$ cat src/rtl/maxstar_pkg.sv
package maxstar_pkg;

  // which operand the selector forwarded as the maximum
  typedef enum logic {
    PICK_A = 1'b0,
    PICK_B = 1'b1
  } pick_e;

  // correction of 3/8 expressed in LSBs for a given fraction width
  function automatic int unsigned corr_units(input int unsigned frac_w);
    return 32'd3 << (frac_w - 3);
  endfunction

  // bit position whose weight is 2.0
  function automatic int unsigned two_pos(input int unsigned frac_w);
    return frac_w + 1;
  endfunction

endpackage

$ cat src/rtl/ms_diff.sv
module ms_diff #(
  parameter int DATA_W = 8
) (
  input  logic [DATA_W-1:0]      op_a,
  input  logic [DATA_W-1:0]      op_b,
  output logic signed [DATA_W:0] diff_o
);
  localparam int DW = DATA_W + 1;

  // widen both operands by one sign bit, then subtract: no wrap is possible
  function automatic logic signed [DW-1:0] wide_sub(
    input logic [DATA_W-1:0] x,
    input logic [DATA_W-1:0] y
  );
    logic signed [DW-1:0] xe;
    logic signed [DW-1:0] ye;
    xe = {x[DATA_W-1], x};
    ye = {y[DATA_W-1], y};
    return xe - ye;
  endfunction

  always_comb diff_o = wide_sub(op_a, op_b);
endmodule

$ cat src/rtl/ms_select.sv
module ms_select
  import maxstar_pkg::*;
#(
  parameter int DATA_W = 8
) (
  input  logic [DATA_W-1:0]      op_a,
  input  logic [DATA_W-1:0]      op_b,
  input  logic signed [DATA_W:0] diff_i,
  output logic [DATA_W-1:0]      max_o,
  output pick_e                  pick_o
);
  // a negative difference means b is the larger operand
  function automatic pick_e pick_from_sign(input logic signed [DATA_W:0] d);
    return d[DATA_W] ? PICK_B : PICK_A;
  endfunction

  always_comb begin
    pick_o = pick_from_sign(diff_i);
    max_o  = (pick_o == PICK_B) ? op_b : op_a;
  end
endmodule

$ cat src/rtl/ms_near.sv
module ms_near
  import maxstar_pkg::*;
#(
  parameter int DATA_W = 8,
  parameter int FRAC_W = 3
) (
  input  logic signed [DATA_W:0] diff_i,
  output logic                   near_o
);
  localparam int TP = two_pos(FRAC_W);

  // upper bits of the difference, from the 2.0 weight to the sign
  logic [DATA_W-TP:0] upper_w;
  logic [TP-1:0]      lower_w;
  logic               pos_near_w;
  logic               neg_near_w;

  // non-negative and below 2.0: every bit from weight 2.0 upward is zero
  function automatic logic is_pos_near(input logic [DATA_W-TP:0] up);
    return ~|up;
  endfunction

  // negative and above -2.0: upper bits all ones, and not exactly -2.0
  function automatic logic is_neg_near(
    input logic [DATA_W-TP:0] up,
    input logic [TP-1:0]      lo
  );
    return (&up) & (|lo);
  endfunction

  always_comb begin
    upper_w    = diff_i[DATA_W:TP];
    lower_w    = diff_i[TP-1:0];
    pos_near_w = is_pos_near(upper_w);
    neg_near_w = is_neg_near(upper_w, lower_w);
    near_o     = pos_near_w | neg_near_w;
  end
endmodule

$ cat src/rtl/maxstar_const_unit.sv
module maxstar_const_unit
  import maxstar_pkg::*;
#(
  parameter int DATA_W = 8,
  parameter int FRAC_W = 3
) (
  input  logic [DATA_W-1:0] in_a,
  input  logic [DATA_W-1:0] in_b,
  output logic [DATA_W:0]   out_z
);
  localparam int OW   = DATA_W + 1;
  localparam int CORR = int'(corr_units(FRAC_W));

  // internal events brought out by name
  logic signed [DATA_W:0] diff_w;
  logic [DATA_W-1:0]      max_w;
  pick_e                  pick_w;
  logic                   near_w;

  ms_diff #(.DATA_W(DATA_W)) diff_i (
    .op_a  (in_a),
    .op_b  (in_b),
    .diff_o(diff_w)
  );

  ms_select #(.DATA_W(DATA_W)) sel_i (
    .op_a  (in_a),
    .op_b  (in_b),
    .diff_i(diff_w),
    .max_o (max_w),
    .pick_o(pick_w)
  );

  ms_near #(.DATA_W(DATA_W), .FRAC_W(FRAC_W)) near_i (
    .diff_i(diff_w),
    .near_o(near_w)
  );

  // sign-extend the maximum by one bit, then add the constant if close
  function automatic logic [OW-1:0] add_corr(
    input logic [DATA_W-1:0] m,
    input logic              hit
  );
    logic [OW-1:0] me;
    logic [OW-1:0] ce;
    me = {m[DATA_W-1], m};
    ce = hit ? OW'(CORR) : '0;
    return me + ce;
  endfunction

  always_comb out_z = add_corr(max_w, near_w);
endmodule

$ cat config.mk
export PLATFORM = sky130hd
export DESIGN_NAME = maxstar_const_unit
export DESIGN_NICKNAME = d
export VERILOG_FILES = /design/src/rtl/maxstar_pkg.sv /design/src/rtl/ms_diff.sv /design/src/rtl/ms_select.sv /design/src/rtl/ms_near.sv /design/src/rtl/maxstar_const_unit.sv
export SDC_FILE = /design/constraint.sdc
export NUM_CORES = 1
export LEC_CHECK = 0
export CORE_MARGIN = 10
export CORE_UTILIZATION = 45
export DETAILED_ROUTE_END_ITERATION = 16
export DONT_BUFFER_PORTS = 1
export GPL_TIMING_DRIVEN = 0
export MAX_ROUTING_LAYER = met4
export SLEW_MARGIN = 20
export SYNTH_ARGS = -nofsm -noshare
export SYNTH_HDL_FRONTEND = slang
export SYNTH_SLANG_ARGS = --single-unit
$ cat constraint.sdc
create_clock -name vclk -period 4.85
set_clock_uncertainty 0.05 [all_clocks]
set_input_delay 0.7275 -clock vclk [all_inputs]
set_output_delay 0.7275 -clock vclk [all_outputs]
set_load 0.01 [all_outputs]
## Yosys cells after proc, flatten, opt, wreduce, memory -nomap -nowiden

Cells that the tools add are included.

| storage, ports and cells | value |
|---|---|
| bits of input ports | 16 |
| logic and storage cells | 11 |
| bits in registers | 0 |
| output and inout port bits | 9 |

| operators by class | value |
|---|---|
| add/subtract/negate cells | 2 |
| multiplexer cells | 3 |
| reductions and logical operators | 4 |
| bitwise operators | 2 |

Operator list:

| cell | count |
|---|---|
| $add 8x3->9 | 1 |
| $sub 8x8->9 | 1 |
| $mux 8 | 1 |
| $reduce_and 5->1 | 1 |
| $reduce_or 5->1 | 1 |
| $reduce_or 4->1 | 1 |
| $mux 2 | 1 |
| $and 1x1->1 | 1 |
| $logic_not 1->1 | 1 |
| $mux 1 | 1 |
| $or 1x1->1 | 1 |

## Depth between registers and ports, before layout

Gate-level depths: netlist of run 1.

| depth | value |
|---|---|
| depth after elaboration | 6 |
| gate-level depth with buffers | 17 |
| depth with buffers taken out | 17 |

## Hierarchy

From an unflattened synthesis of run 1, not the netlist that was laid out.

| unflattened totals | value |
|---|---|
| cells, all modules | 97 |
| area total of the unflattened synthesis | 738.2 um^2 |

By module, submodules not included:

| module | area each (um^2) | cells each | times used |
|---|---|---|---|
| ms_diff | 396.6 | 59 | 1 |
| maxstar_const_unit | 170.2 | 23 | 1 |
| ms_select | 138.9 | 10 | 1 |
| ms_near | 32.5 | 5 | 1 |

## Worst setup path after synthesis of run 1

OpenSTA, ideal clock, no wires.

| timing | value |
|---|---|
| path type | input to output |
| start point | in in_a[0] |
| end point | out out_z[4] |
| arrival time | 3.662 ns |
| slack | 0.410 ns |
| stages | 16 |
| cell sequence | inv_1 -> ha_1 -> fa_1 -> nand2b_1 -> a211oi_2 -> o31ai_4 -> a211o_1 -> o22ai_1 -> ha_1 -> inv_1 -> fa_1 -> inv_1 -> and3_1 -> xor2_1 -> nor2_1 -> a21oi_1 |

| between the ends | value |
|---|---|
| word-level cells in the longest chain between the ends | 6 |
| elaborated cells on any way between the ends | 11 |
| those cells by class | add/sub (2); mux (3); bitwise (2); reduce/logical (4) |

Ends and longest elaborated chain:

| item | line | text |
|---|---|---|
| from (decl) | maxstar_const_unit.sv:7 | `input logic [DATA_W-1:0] in_a,` |
| $sub 8x8->9 | ms_diff.sv:19 | `return xe - ye;` |
| $reduce_and 5->1, or another cell as far along | ms_near.sv:28 | `return (&up) & (\|lo);` |
| $and 1x1->1 or $logic_not 1->1 (tied branches) | ms_near.sv:28, ms_near.sv:20 |  |
| $or 1x1->1 | ms_near.sv:36 | `near_o = pos_near_w \| neg_near_w;` |
| $mux 2 | maxstar_const_unit.sv:47 | `ce = hit ? OW'(CORR) : '0;` |
| $add 8x3->9 * | maxstar_const_unit.sv:48 | `return me + ce;` |
| to (decl) | maxstar_const_unit.sv:9 | `output logic [DATA_W:0] out_z` |

Mark *: on every way between the ends. The rest lies on a longest branch, timed or not.

## Final worst setup path of run 1

| timing | value |
|---|---|
| start point | in in_b[3] |
| end point | out out_z[4] |

| between the ends | value |
|---|---|
| word-level cells in the longest chain between the ends | 6 |
| elaborated cells on any way between the ends | 11 |
| those cells by class | add/sub (2); mux (3); bitwise (2); reduce/logical (4) |

Ends and longest elaborated chain:

| item | line | text |
|---|---|---|
| from (decl) | maxstar_const_unit.sv:8 | `input logic [DATA_W-1:0] in_b,` |
| $sub 8x8->9 | ms_diff.sv:19 |  |
| $reduce_and 5->1, or another cell as far along | ms_near.sv:28 |  |
| $and 1x1->1 or $logic_not 1->1 (tied branches) | ms_near.sv:28, ms_near.sv:20 |  |
| $or 1x1->1 | ms_near.sv:36 |  |
| $mux 2 | maxstar_const_unit.sv:47 |  |
| $add 8x3->9 * | maxstar_const_unit.sv:48 |  |

Marks and branches as above.

==> flow_summary.json, run 1 <==
{
  "grt_first_pass_wirelength_mm": 3.41,
  "synth-xor-area-share_pct": 11.1,
  "syn_inst": 115,
  "crit_path_max_fanout": 5,
  "swShare_pct": 60.3,
  "yosysSeqAreaShare_pct": 0,
  "yosysTopAreaCell": "ha_1",
  "leakage_nw": 0.407,
  "coreArea_sq_um": 1690,
  "critPathCaptureType": "primary output",
  "worstMarginPinSlew_ps": 428,
  "cap_violations": 0,
  "powerDensity_nw_per_um2": 133,
  "vias_per_cell": 6.07,
  "std_cell_rows": 15,
  "gp_congestion": 0.847,
  "finalPower_mw": 0.114,
  "antenna_found_initial": 0,
  "hold_class": "in2out",
  "drv_slew": 0,
  "dp_hpwl_mm": 1.71,
  "io_pins": 25,
  "finalHoldViolCount": 0,
  "drtIter0Drc": 15,
  "outcome": "complete, no violations",
  "wl_per_cell_um": 15.0,
  "drive_gt1_share_pct": 10.3,
  "synth_area_leaders": "ha_1 16%, inv_1 7.1%, xnor2_1 6.6%",
  "track_usage_pct": 10.9,
  "arrival_ps": 3810,
  "final_cell_mix": "14 x inv_1, 11 x nand2_1, 10 x ha_1, 9 x nor2_1, 6 x xnor2_1",
  "final_common_cell": "inv_1",
  "synthAdderAreaFrac_pct": 20.9,
  "fin_util_pct": 51.0,
  "power_frac_comb_pct": 100.0,
  "final.period_utilization_pct": 94.5,
  "seq_power_share_pct": 0,
  "synthSimpleGateAreaFrac_pct": 28.0,
  "syn-mean-instance-area_sq_um": 6.88,
  "rsz0062_at_grt": "no",
  "synth_area_sq_um": 791,
  "drc": 0,
  "ant_nets": 0,
  "regArea_sq_um": 0,
  "whs_path_depth": 2,
  "cp-start-kind": "input pin",
  "fmax_ghz": 0.218,
  "vias": 807,
  "first_pass_iters": 4,
  "intPower_mw": 0.0454,
  "ys_types": 33,
  "p_switching_mw": 0.0690,
  "synth_compound_area_share_pct": 28.5,
  "grt_overflow": 0,
  "wirelength_mm": 2.00,
  "worst-setup-path-type": "in2out",
  "portBuffers": 0,
  "setup_violations": 0,
  "die_x_um": 61.9,
  "critPathRequiredTime_ps": 4070,
  "postSynthNetCount": 143,
  "clkPwrFrac_pct": 0,
  "dieArea_sq_um": 3830,
  "grt_pass1_vias": 781,
  "area_delta_synth_final_pct": 8.86,
  "yosys_warnings": 0,
  "n_sequential_cell": 0,
  "slew_headroom_pct": 71.3,
  "netlist.area_leader.share_pct": 15.8,
  "synthMuxAreaShare_pct": 3.80,
  "fin_tns_setup_ps": 0,
  "nClkBuffers": 0,
  "worst_slack_ps": 266,
  "place_ws_ps": 17.3,
  "synth_top_family_by_area": "compound AO/OA/AOI/OAI gates",
  "min_period_ps": 4580,
  "grt_max_degree": 11,
  "finalNetCount": 146,
  "die_h_um": 61.9,
  "peakVddDrop_mv": 0.0432,
  "start_util_pct": 46.8,
  "diodes": 0
}
==> layout make-up <==
type | count | area [sq um]
plain buffers | 1 | 5.00
multi-input cells | 99 | 771
repair buffers | 1 | 7.51
well taps | 17 | 21.3
inverters | 15 | 56.3
fillers | 176 | 828
==> synth_stat cells (all sizes together) (5+ instances only) <==
master,n
xnor2,6
inv,15
nand2b,6
a21oi,5
ha,10
nand3,5
o21ai,6
nor2,9
nand2,11
==> per-stage QoR <==
step / instance area [sq um] / hold WS, ps / std cells
floorplan: 791 / 1590 / 115
global placement: 812 / 1610 / 132
detailed placement: 812 / 1610 / 132
CTS: 812 / 1610 / 132
global route: 861 / 1610 / 133
finish: 861 / 1600 / 133
==> power groups by stage <==
stage | clock network [mW] | registers [mW] | logic (mW)
3_5_place_dp | 0 | 0 | 0.105
6_report | 0 | 0 | 0.114
4_1_cts | 0 | 0 | 0.105
5_1_grt | 0 | 0 | 0.130
2_1_floorplan | 0 | 0 | 0.0872
3_3_place_gp | 0 | 0 | 0.103
==> critical path: stages <==
cell     delay (ps)
inv_1            40
ha_1            330
o21ai_1         380
a21oi_4          70
o311a_1         320
nor4_1          240
nand3_1         170
o22ai_2         230
ha_1            190
inv_1            50
fa_1            390
inv_2           110
and3_1          170
xor2_1          140
nor2_1           60
a21oi_2         190
==> kinds of logic after synthesis <==
| logic type | Yosys count |
|---|---|
| compound gates | 30 |
| buf+inv | 16 |
| mux | 3 |
| simple gates | 44 |
| xor+xnor | 10 |
| fa+ha+maj | 12 |
==> final timing paths <==
check | endpoint | startpoint
min | out_z[6] | in_b[6]
max | out_z[4] | in_b[3]
==> timing repair <==
action / 4_1_cts / 5_1_grt
hold buffers: 0 / 0
endpoints found under the hold margin: 0 / 0
resized for setup: 0 / 10
endpoints found under the setup margin: 0 / 2
buffers inserted: 0 / 1
==> layer usage <==
layer  wire length [um]  part of all wire [%]  GRT usage [%]
met4                 21                   1.1              0
met1                891                    45           13.8
met3                131                   6.6           1.22
met2                950                    48           19.2
met5                  0                     0              -
(Power assumes the default switching activity.)
==> run 2: changes to the inputs <==
--- a/config.mk
+++ b/config.mk
@@ -5,12 +5,15 @@
 export SDC_FILE = /design/constraint.sdc
 export NUM_CORES = 1
 export LEC_CHECK = 0
+export CELL_PAD_IN_SITES_DETAIL_PLACEMENT = 1
+export CELL_PAD_IN_SITES_GLOBAL_PLACEMENT = 1
 export CORE_MARGIN = 10
 export CORE_UTILIZATION = 45
 export DETAILED_ROUTE_END_ITERATION = 16
 export DONT_BUFFER_PORTS = 1
 export GPL_TIMING_DRIVEN = 0
 export MAX_ROUTING_LAYER = met4
+export PLACE_DENSITY_LB_ADDON = 0.1
 export SLEW_MARGIN = 20
 export SYNTH_ARGS = -nofsm -noshare
 export SYNTH_HDL_FRONTEND = slang
==> run 2 against run 1 <==
Effect of this change:
- via count up 0.62%
- maximum frequency down 2.0%
- non-clock buffer count up 2
- wire length up 14%
- core utilization up 0.59 points
- sequential cell count unchanged
- cell count up 1.5%
- global-route usage up 1.4 points
- design area up 1.2%
- clock-buffer cell count unchanged
- critical endpoint is now out_z[6]
- largest power group unchanged
- highest routed layer is now met3
==> flow_summary.json, run 2 (synthesis results as in run 1) <==
{
  "track_usage_pct": 12.3,
  "final.period_utilization_pct": 96.4,
  "powerDensity_nw_per_um2": 136,
  "final_cell_mix": "14 x inv_1, 11 x nand2_1, 9 x nor2_1, 9 x ha_1, 6 x xnor2_1",
  "first_pass_iters": 4,
  "diodes": 0,
  "drc": 0,
  "n_sequential_cell": 0,
  "slowest_stage": "fa_1",
  "critPathRequiredTime_ps": 4070,
  "die_x_um": 61.9,
  "vias_per_cell": 6.01,
  "setup_violations": 0,
  "dp_hpwl_mm": 1.91,
  "fin_tns_setup_ps": 0,
  "outcome": "complete, no violations",
  "std_cell_rows": 15,
  "grt_max_degree": 11,
  "leakage_nw": 0.414,
  "drive_gt1_share_pct": 12.7,
  "crit_buf_inv": 3,
  "grt_overflow": 0,
  "crit_path_max_fanout": 7,
  "hold_class": "in2out",
  "cp-start-kind": "input pin",
  "coreArea_sq_um": 1690,
  "start_util_pct": 46.8,
  "antenna_found_initial": 0,
  "worstMarginPinSlew_ps": 387,
  "grt_pass1_vias": 852,
  "crit_family": "adder cells",
  "fillers": 235,
  "max_stage_delay_ps": 390,
  "fmax_ghz": 0.214,
  "die_h_um": 61.9,
  "cap_violations": 0,
  "io_pins": 25,
  "regArea_sq_um": 0,
  "wl_per_cell_um": 16.9,
  "drv_slew": 0,
  "worst-setup-path-type": "in2out",
  "critical_path.cell_chain": "inv_1 -> ha_1 -> fa_1 -> nand2b_4 -> a211oi_4 -> o31ai_4 -> a211o_1 -> o22ai_2 -> ha_2 -> inv_1 -> fa_1 -> inv_2 -> and3_1 -> xor2_1 -> nor2_1 -> a21oi_2",
  "peakVddDrop_mv": 0.0477,
  "min_period_ps": 4680,
  "ant_nets": 0,
  "slew_headroom_pct": 74.0,
  "finalNetCount": 148,
  "wirelength_mm": 2.28,
  "final_common_cell": "inv_1",
  "dieArea_sq_um": 3830,
  "finalHoldViolCount": 0,
  "vias": 812,
  "nClkBuffers": 0,
  "arrival_ps": 3900,
  "area_delta_synth_final_pct": 10.1,
  "finalPower_mw": 0.119,
  "portBuffers": 0,
  "drtIter0Drc": 15,
  "critPathCaptureType": "primary output",
  "gp_congestion": 0.862,
  "grt_first_pass_wirelength_mm": 3.76
}
[run 2: report_power, final]
part	total, mW	internal, mW	switching [mW]	leakage, nW
Sequential	0	0	0	0
Combinational	0.119	0.0480	0.0706	0.414
Clock	0	0	0	0
Total	0.119	0.0480	0.0706	0.414
[run 2: worst paths after layout]
check,from,end,slack [ps],cells after the start
hold / removal,in_b[4],out_z[4],1600,2
setup / recovery,in_a[0],out_z[6],170,16
[run 2: timing repair]
action / in CTS / in global routing
setup buffers: 0 / 3
setup endpoints to repair: 2 / 2
hold buffers: 0 / 0
endpoints found under the hold margin: 0 / 0
resized for setup: 3 / 7
pin swaps: 0 / 2
[run 2: layout make-up]
cell class,count,area [sq um],area share [%]
multi-input combinational,99,766,87.9
inverter,15,56.3,6.47
timing repair buffer,3,22.5,2.59
tap,17,21.3,2.44
buffer,1,5.00,0.575
[run 2: per-layer routing]
layer	wire length [um]	share of wire [%]	vias to the layer above	track usage (%)
met4	0	0	0	0
met3	133	5.8	0	1.83
met1	985	43	381	14.2
met5	0	0	-	-
met2	1160	51	13	23.0
li1	-	-	418	-
[run 2: stage by stage]
step                      instances  util, %  instance area, sq um  hold WS (ps)  setup slack (ps)
after floorplan                 115        -                   791          1590               410
after global placement          132     48.1                   812          1610              32.4
after detailed placement        132     48.1                   812          1610             -62.3
after CTS                       132     49.1                   830          1610              12.4
after global routing            135     51.6                   871          1610             -9.54
final                           135     51.6                   871          1600               174
